### src/rtl/dual_cmp_timer.sv
module dual_cmp_timer #(
  parameter int W = 16
) (
  input  logic         clk,
  input  logic         rst_n,
  input  logic         count_en,
  input  logic         wr_en,
  input  logic [1:0]   addr,
  input  logic [W-1:0] wr_data,
  output logic [W-1:0] rd_data,
  output logic         wave_out,
  output logic         irq_a,
  output logic         irq_b
);
  localparam logic [W-1:0] TOP = '1;

  logic         run_q, inv_q, sel_q, lvl;
  logic [W-1:0] cnt, act_a, act_b, buf_a, buf_b;
  logic         step, hit_a, hit_b, reload;
  logic         wr_ctl, wr_a, wr_b;

  assign step   = count_en & run_q;
  assign hit_a  = step && (cnt == act_a);
  assign hit_b  = step && (cnt == act_b);
  assign reload = hit_b || (step && cnt == TOP);
  assign wr_ctl = wr_en && addr == 2'd0;
  assign wr_a   = wr_en && addr == 2'd1;
  assign wr_b   = wr_en && addr == 2'd2;

  always_ff @(posedge clk) begin
    if (!rst_n) begin
      run_q <= 1'b0;
      inv_q <= 1'b0;
      sel_q <= 1'b0;
    end else if (wr_ctl) begin
      run_q <= wr_data[0];
      inv_q <= wr_data[1];
      sel_q <= wr_data[2];
    end
  end

  always_ff @(posedge clk) begin
    if (!rst_n) begin
      cnt   <= '0;
      lvl   <= 1'b0;
      irq_a <= 1'b0;
      irq_b <= 1'b0;
    end else begin
      irq_a <= hit_a;
      irq_b <= hit_b;
      if (hit_b)     cnt <= '0;
      else if (step) cnt <= cnt + 1'b1;
      if (hit_b)      lvl <= 1'b0;
      else if (hit_a) lvl <= 1'b1;
    end
  end

  always_ff @(posedge clk) begin
    if (wr_a && !sel_q)       act_a <= wr_data;
    else if (reload && sel_q) act_a <= buf_a;
    if (wr_b && !sel_q)       act_b <= wr_data;
    else if (reload && sel_q) act_b <= buf_b;
    if (wr_a && sel_q) buf_a <= wr_data;
    if (wr_b && sel_q) buf_b <= wr_data;
  end

  always_comb begin
    case (addr)
      2'd0:    rd_data = {{(W-3){1'b0}}, sel_q, inv_q, run_q};
      2'd1:    rd_data = sel_q ? buf_a : act_a;
      2'd2:    rd_data = sel_q ? buf_b : act_b;
      default: rd_data = '0;
    endcase
  end

  assign wave_out = lvl ^ inv_q;


  hold_cnt_chk: assert property (@(posedge clk) disable iff (!rst_n)
    !(count_en && run_q) |=> $stable(cnt));

  b_clears_chk: assert property (@(posedge clk) disable iff (!rst_n)
    irq_b |-> (cnt == '0 && wave_out == inv_q));

  a_level_chk: assert property (@(posedge clk) disable iff (!rst_n)
    (irq_a && !irq_b) |-> (wave_out != inv_q));

  irq_src_chk: assert property (@(posedge clk) disable iff (!rst_n)
    (irq_a || irq_b) |-> $past(count_en && run_q));

  run_reset_chk: assert property (@(posedge clk)
    $past(!rst_n) |-> (!run_q && !wave_out));
endmodule

### config.mk
export PLATFORM = sky130hd
export DESIGN_NAME = dual_cmp_timer
export DESIGN_NICKNAME = d
export VERILOG_FILES = /design/src/rtl/dual_cmp_timer.sv
export SDC_FILE = /design/constraint.sdc
export NUM_CORES = 1
export LEC_CHECK = 0
export ABC_AREA = 0
export CAP_MARGIN = 15
export CORE_ASPECT_RATIO = 1.75
export CORE_MARGIN = 10
export CORE_UTILIZATION = 33
export DETAILED_ROUTE_END_ITERATION = 10
export DONT_BUFFER_PORTS = 1
export PLACE_DENSITY_LB_ADDON = 0.08
export SLEW_MARGIN = 10
export SYNTH_ARGS = -nofsm -noshare
export SYNTH_HDL_FRONTEND = slang
export SYNTH_SLANG_ARGS = --single-unit
### constraint.sdc
create_clock -name clk -period 2.8 [get_ports clk]
set_clock_uncertainty 0.15 [all_clocks]
set_input_delay 0.56 -clock clk [delete_from_list [all_inputs] [get_ports clk]]
set_output_delay 0.56 -clock clk [all_outputs]
set_load 0.02 [all_outputs]
; ---- After elaboration in Yosys (flattened, before gate mapping)
; Cells that the tools add are included.
; Widths: inputs -> output; s select.
[word_totals]
elab_cells = 44
regBits = 86
output_inout_bits = 19
in_bits = 22
[classes]
addsub = 1
n_reduce_logical = 17
bitwise_logic = 3
n_mux = 7
eq_ne = 5
[ops]
columns = operator, count
row1 = $mux 16, 6
row2 = $pmux 16 s3, 1
row3 = $eq 16x16->1, 2
row4 = $add 16x1->16 const B, 1
row5 = $eq 16x16->1 const B, 1
row6 = $logic_and 1x1->1, 11
row7 = $reduce_bool 2->1, 2
row8 = $eq 2x1->1 const B, 1
row9 = $eq 2x2->1 const B, 1
row10 = $logic_not 2->1, 1
row11 = $reduce_or 2->1, 1
row12 = $and 1x1->1, 1
row13 = $logic_not 1->1, 1
row14 = $logic_or 1x1->1, 1
row15 = $not 1->1, 1
row16 = $xor 1x1->1, 1

; ---- Depth between registers and ports, before layout
; Gate-level depths: netlist of the first run.
[depth]
depth_word = 6
mapped_depth = 7
mapped_depth_nobuf = 6

; ---- Worst setup path after synthesis of the first run
; Ideal clock, no wire load.
[synth_path]
kind = in2reg
from = input addr[1]
to = register act_a[0], enable pin
required_ps = 2283
path_stages = 6
n_path_buf = 3
t_arrival_ps = 1976
setup_time_ps = 367
setup_slack_ps = 306
cell_sequence = buf_2 > nand2b_1 > clkbuf_1 > nor2_2 > buf_2 > a211o_1
[synth_between]
elab_chain_cells = 4
[synth_rtl]
columns = item, line_no
row1 = start: declaration, 8  ; input logic [1:0] addr,
row2 = $eq 2x1->1, 27  ; assign wr_a = wr_en && addr == 2'd1;
row3 = $logic_and 1x1->1, 27
row4 = $logic_and 1x1->1, 59  ; if (wr_a && !sel_q) act_a <= wr_data;
row5 = $reduce_bool 2->1 (no line), --
row6 = end signal: assignment, 59
row7 = end signal: assignment, 60  ; else if (reload && sel_q) act_a <= buf_a;
row8 = end: declaration, 18  ; logic [W-1:0] cnt, act_a, act_b, buf_a, buf_b;
; Every way passes these cells.
; A chain may end at the register's enable or synchronous reset.

; ---- Final worst setup path of the first run
[layout_path]
from = register sel_q
to = output rd_data[11]
[layout_between]
elab_chain_cells = 2
elab_cells_between_ends = 3
cone_classes = mux: 3
[layout_rtl]
columns = item, line_no
row1 = start: declaration, 17  ; logic run_q, inv_q, sel_q, lvl;
row2 = start signal: assignment, 38  ; sel_q <= wr_data[2];
row3 = "$mux 16, on equally long branches", "71, 70"
row4 = $pmux 16 s3 (*), 68  ; case (addr)
row5 = end: declaration, 10  ; output logic [W-1:0] rd_data,
; Mark *: on every way between the ends. The rest lies on a longest branch, timed or not.

==> results of run 1 <==
[cell type report]
class	instances	area, um^2
clock buffer	9	225
fill	1246	7610
inverter	2	7.51
clock inverter	7	48.8
multi-input combinational	215	1690
sequential	86	2360
timing repair buffer	34	280
tap	168	210
[worst max-delay path, stage by stage, from the launching register on]
cell and delay (ns):
sky130_fd_sc_hd__dfxtp_2 0.66, sky130_fd_sc_hd__buf_4 0.30, sky130_fd_sc_hd__mux2i_1 0.23, sky130_fd_sc_hd__o22ai_1 0.11, sky130_fd_sc_hd__buf_4 0.19
[report_power, final]
group,switching [mW],total [mW],internal (mW)
clock,0.518,1.12,0.603
sequential,0.0162,1.40,1.38
combinational,0.0941,0.167,0.0724
total,0.628,2.69,2.06
[cell families (layout without fill, tap and decap cells)]
kind of cell    after synthesis  count (layout)  share of synthesized area
flops                        86              86                      0.563
xor+xnor                     48              48                      0.100
simple gates                 75              75                     0.0916
fa+ha+maj                     1               1                    0.00298
buf+inv                      23              52                     0.0337
compound gates               28              28                     0.0483
mux                          63              63                      0.160
[per-stage QoR]
step / std cells / hold slack (ns) / utilization
5_1_grt: 521 / 0.144 / 0.388
3_5_place_dp: 505 / 0.365 / 0.366
6_report: 521 / 0.158 / 0.388
3_3_place_gp: 505 / 0.348 / 0.366
2_1_floorplan: 324 / 0.328 / -
4_1_cts: 521 / 0.145 / 0.388
[final timing paths]
check | end | cells past startpoint | startpoint
worst min-delay path | buf_a[3] | 0 | wr_data[3]
worst max-delay path | rd_data[11] | 4 | sel_q
worst max register to register | act_a[1] | 6 | act_b[5]
worst min register to register | lvl | 1 | lvl
[Yosys cell counts (all sizes together)]
| cell | count | area (um^2) |
|---|---|---|
| a21oi | 4 | 20.0 |
| o21ai | 3 | 15.0 |
| o21ba | 1 | 10.0 |
| a211o | 2 | 17.5 |
| o22ai | 14 | 87.6 |
| xor2 | 24 | 210 |
| buf | 15 | 111 |
| o41ai | 1 | 27.5 |
| a22oi | 1 | 7.51 |
| ha | 1 | 12.5 |
| xnor2 | 24 | 210 |
| and3 | 1 | 6.26 |
| and4 | 3 | 26.3 |
| nor4 | 5 | 37.5 |
| nor3b | 1 | 7.51 |
| nor3 | 1 | 5.00 |
| edfxtp | 64 | 1920 |
| mux2 | 31 | 349 |
| nor2b | 4 | 25.0 |
| mux2i | 32 | 320 |
| and2 | 5 | 31.3 |
| inv | 2 | 7.51 |
| nand4 | 9 | 56.3 |
| a221oi | 2 | 17.5 |
| nand3 | 5 | 25.0 |
| nor2 | 24 | 95.1 |
| nand2 | 15 | 56.3 |
| dfxtp | 22 | 440 |
| clkbuf | 6 | 22.5 |
| nand2b | 2 | 12.5 |
[sequential cells by signal, indices dropped and copies added, names as in the netlist]
name	count
act_a	16
act_b	16
buf_a	16
buf_b	16
cnt	16
inv_q	1
irq_a	1
irq_b	1
lvl	1
run_q	1
sel_q	1
[metal layers]
metal / track usage / vias up
li1: - / 1234
met1: 0.145 / 1329
met2: 0.228 / 53
met3: 0.0262 / 16
met4: 0.0534 / 0
met5: 0 / -
==> run_results.csv, run 1 <==
group,metric,value,unit
outcome,run_status,"complete, no violations",
yosys,synthesis.nets,347,
die,ioPinCount,41,
clock_tree,post-cts-setup-buffers,0,
yosys,syn-instance-count,324,
worst_setup_path,critPathArrivalTime,1.83,ns
yosys,synthDistinctLibCells,35,
detailed_routing,vias_per_cell,5.05,
placement,place.gp.congestion,0.778,
power,worst_ir_drop_vdd,0.319,mV
sta,min_period,2.54,ns
worst_setup_path,timing.critical_path.required,2.09,ns
sta,setup_slack_after_layout,0.256,ns
placement,dp.final_hpwl,8.48,mm
grt,overflow,0,
cells_and_area,final_design_area_no_fill,4820,um^2
placement,preCtsSetupSlack,0.353,ns
detailed_routing,remaining_drc_errors,0,
sta,max_clock_freq,393,MHz
clock_tree,number_of_buffers_created_by_cts,9,
yosys,yosysWarnings,0,
yosys,seq_area_frac_synth,0.563,
grt,grt_pass1_wl,17.1,mm
cells_and_area,antenna_fix_cells,0,
cells_and_area,nets,371,
detailed_routing,routed_wl,11.1,mm
sta,report.final.slew_viol_count,0,
placement,portBuffers,0,
yosys,mappedNetlistArea,4190,um^2
detailed_routing,drt-initial-drc-count,108,
detailed_routing,antenna_violating_nets_post_route,0,
clock_tree,tritoncts,"done",
detailed_routing,routed_wl_met3,369,um
clock_tree,clk-insertion-delay-late,0.34,ns
clock_tree,cts.reportedPaths.clkPinSlew,0.07,ns
detailed_routing,route.vias.total,2632,
worst_setup_path,crit_fanout,18,
detailed_routing,detail_route.first_pass.iterations,4,
grt,largest_net_degree_at_the_start_of_global_routing,19,
clock_tree,clkSinkCount,86,
detailed_routing,met1Wirelength,4.49,mm
power,total_power,2.69,mW
sta,headroom_to_the_max_slew_limit,0.565,
detailed_routing,wl_per_cell,21.3,um
sta,final.setup.tns,0,ns
worst_hold_path,holdCritPathClass,"in -> reg",
detailed_routing,dr.max_layer_used,"met4",
die,initial_utilization,0.337,
sta,rsz_0062_raised_after_global_routing,"no",
worst_setup_path,timing.critical_path.from_type,"flop",
grt,grt_antenna_before_repair,0,
grt,global_route.usage.total,0.128,
cells_and_area,syn2layout_area_growth,15.1,%
sta,finalHoldViolations,0,
cells_and_area,final_cell_mix,"sky130_fd_sc_hd__edfxtp_1 (64), sky130_fd_sc_hd__mux2i_1 (32), sky130_fd_sc_hd__buf_4 (32)",
clock_tree,postCtsHoldBufs,0,
job,cap_viol_max_count,0,
placement,placement.cell_area,4550,um^2
die,floorplan.die_area,17800,um^2
power,leakagePower,1.61,nW
power,power-per-cell-area,557,nW/um^2
worst_setup_path,setup.worst_path.end_class,"output port",
worst_setup_path,reg2reg_setup_slack,0.38,ns
yosys,syn_area_per_cell,12.9,um^2
die,core-area,12400,um^2
sta,worst_pin_slew,0.650,ns
die,chipHeight,169,um
sta,setup_violations,0,
clock_tree,cts_resized,0,
clock_tree,cts_max_path_buffers,2,
sta,finalCritPeriodShare,0.909,
cells_and_area,mostFrequentLayoutCell,"sky130_fd_sc_hd__edfxtp_1",
detailed_routing,routed-wl-met2,6.00,mm
die,floorplan.die.width,105,um
cells_and_area,post_route_cells_drive_above_1_share,0.241,
worst_setup_path,critical_path_class,"reg -> out",
clock_tree,cts_max_level,3,
yosys,yosys_register_bits,86,
die,row_count,54,
grt,grt_pass1_vias,2805,
clock_tree,clockRootBuffer,"sky130_fd_sc_hd__clkbuf_16",
No activity file was read; power rests on OpenSTA's default activity.
==> run 2, diff against run 1 <==
--- a/config.mk
+++ b/config.mk
@@ -8,7 +8,6 @@
 export ABC_AREA = 0
 export CAP_MARGIN = 15
 export CORE_ASPECT_RATIO = 1.75
-export CORE_MARGIN = 10
 export CORE_UTILIZATION = 33
 export DETAILED_ROUTE_END_ITERATION = 10
 export DONT_BUFFER_PORTS = 1
==> constraint.sdc (replaced) <==
create_clock -name clk -period 2.8 [get_ports clk]
set_clock_uncertainty 0.15 [all_clocks]
set_input_delay 0.56 -clock clk [delete_from_list [all_inputs] [get_ports clk]]
set_output_delay 0.56 -clock clk [all_outputs]
set_load 0.1 [all_outputs]
==> run 2 against run 1 <==
  * Critical path depth is 2 higher
  * Worst hold slack better by 0.0069 ns
  * Register-to-register slack worse by 0.17 ns
  * Sequential power hardly changed
  * Sequential share of layout area is 3.0 points lower
  * Non-clock buffer count is 7 higher
  * Largest power group unchanged
  * Power is 4.0% higher
==> run_results.csv, run 2 (synthesis gave the netlist of run 1 again) <==
group,metric,value,unit
outcome,run_status,"complete, no violations",
power,leakagePower,1.72,nW
sta,report.final.slew_viol_count,0,
power,power.switching_fraction,0.252,
die,row_count,54,
sta,finalCritPeriodShare,0.926,
grt,overflow,0,
job,cap_viol_max_count,0,
power,worst_ir_drop_vdd,0.274,mV
worst_setup_path,crit_buf_inv,1,
die,initial_utilization,0.337,
clock_tree,clk-insertion-delay-late,0.34,ns
cells_and_area,nets,378,
worst_setup_path,timing.critical_path.depth,6,
sta,worst_pin_slew,0.597,ns
sta,final.setup.tns,0,ns
detailed_routing,wl_per_cell,20.2,um
sta,rsz_0062_raised_after_global_routing,"no",
die,floorplan.die.width,87.2,um
worst_setup_path,critPathArrivalTime,2.49,ns
worst_setup_path,critical_path_class,"reg -> reg",
worst_setup_path,timing.critical_path.required,2.70,ns
clock_tree,postCtsHoldBufs,0,
clock_tree,cts_max_path_buffers,2,
worst_setup_path,timing.critical_path.from_type,"flop",
worst_setup_path,crit_fanout,7,
sta,hold_ws,0.165,ns
grt,grt_pass1_wl,16.5,mm
cells_and_area,antenna_fix_cells,0,
worst_hold_path,min_delay_path_depth,0,
detailed_routing,remaining_drc_errors,0,
clock_tree,cts_resized,0,
cells_and_area,mostFrequentLayoutCell,"sky130_fd_sc_hd__edfxtp_1",
worst_setup_path,crit_family,"simple AND/OR/NAND/NOR gates",
detailed_routing,drt-initial-drc-count,84,
clock_tree,cts_max_level,3,
worst_setup_path,setup.worst_path.end_class,"flop",
worst_setup_path,path_cells,"xor2_1, nor4_2, nand2_1, nor4_1, a211o_1, buf_4",
placement,dp.final_hpwl,7.90,mm
worst_hold_path,holdCritPathClass,"in -> reg",
sta,max_clock_freq,386,MHz
die,floorplan.die_area,13200,um^2
sta,finalHoldViolations,0,
die,chipHeight,151,um
sta,min_period,2.59,ns
power,combPwrFrac,0.116,
clock_tree,cts.reportedPaths.clkPinSlew,0.07,ns
clock_tree,number_of_buffers_created_by_cts,9,
grt,grt_pass1_vias,2831,
power,clock_power_share,0.384,
detailed_routing,antenna_violating_nets_post_route,0,
power,cell_internal_pwr,2.09,mW
clock_tree,tritoncts,"done",
detailed_routing,detail_route.first_pass.iterations,4,
sta,setup_slack_after_layout,0.208,ns
placement,preCtsSetupSlack,0.167,ns
grt,largest_net_degree_at_the_start_of_global_routing,39,
placement,place.gp.congestion,0.744,
placement,portBuffers,0,
worst_setup_path,crit_path_max_incr_delay,0.49,ns
clock_tree,clkSinkCount,86,
power,sw_pwr,703,uW
cells_and_area,final_cell_mix,"sky130_fd_sc_hd__edfxtp_1 (64), sky130_fd_sc_hd__mux2i_1 (32), sky130_fd_sc_hd__mux2_2 (31)",
sta,headroom_to_the_max_slew_limit,0.601,
grt,grt_antenna_before_repair,0,
detailed_routing,routed_wl,10.6,mm
worst_setup_path,slowest_stage,"sky130_fd_sc_hd__nor4_1",
cells_and_area,postLayoutCoreUtil,0.413,
power,power.sequential.fraction,0.500,
grt,global_route.usage.total,0.176,
clock_tree,clockRootBuffer,"sky130_fd_sc_hd__clkbuf_16",
worst_setup_path,timing.reg2reg.worst_path_depth,6,
detailed_routing,route.vias.total,2615,
cells_and_area,syn2layout_area_growth,22.5,%
die,core-area,12400,um^2
power,power-per-cell-area,544,nW/um^2
clock_tree,post-cts-setup-buffers,0,
detailed_routing,vias_per_cell,4.97,
sta,setup_violations,0,
die,ioPinCount,41,
cells_and_area,post_route_cells_drive_above_1_share,0.299,
-- run 2: stage by stage --
stage / cells / instance area (um^2) / total power [mW]
floorplan: 324 / 4200 / 1.63
global placement: 512 / 4880 / 1.75
detailed placement: 512 / 4880 / 1.75
CTS: 526 / 5140 / 2.83
global route: 526 / 5140 / 2.89
finish: 526 / 5140 / 2.79
-- run 2: routing by layer --
layer	vias up	global-route usage	wire length (um)
met5	-	0	0
met4	0	0.0828	293
met3	16	0.0256	241
met2	44	0.305	5620
met1	1312	0.213	4490
li1	1243	-	-
-- run 2: worst register-to-register path, delay by kind of cell, from the launching register on --
family | cells | cell delay, ns
buffers and inverters | 1 | 0.22
xor gates and xnor gates | 1 | 0.12
and+or+nand+nor | 3 | 0.97
DFF | 1 | 0.46
AOI/OAI and AO/OA | 1 | 0.38
-- run 2: final cells by class --
type                       instances  area [um^2]
clock inverter                     4         26.3
sequential                        86         2360
inverter                           2         7.51
timing repair buffer              41          508
fill                            1192         7300
clock buffer                      10          229
multi-input combinational        215         1790
tap                              168          210
-- run 2: worst paths after layout --
path,from,end,slack [ns]
worst max-delay path,cnt[13],act_a[2],0.21
worst min-delay path,wr_data[2],buf_b[2],0.17
worst max register to register,cnt[13],act_a[2],0.21
worst min register to register,lvl,lvl,0.41
-- run 2: power by group through the flow --
stage | registers, mW | clock network [mW] | logic [mW]
floorplan | 1.42 | 0 | 0.216
global placement | 1.42 | 0 | 0.328
detailed placement | 1.42 | 0 | 0.328
CTS | 1.40 | 1.10 | 0.328
global route | 1.40 | 1.15 | 0.338
finish | 1.40 | 1.07 | 0.324
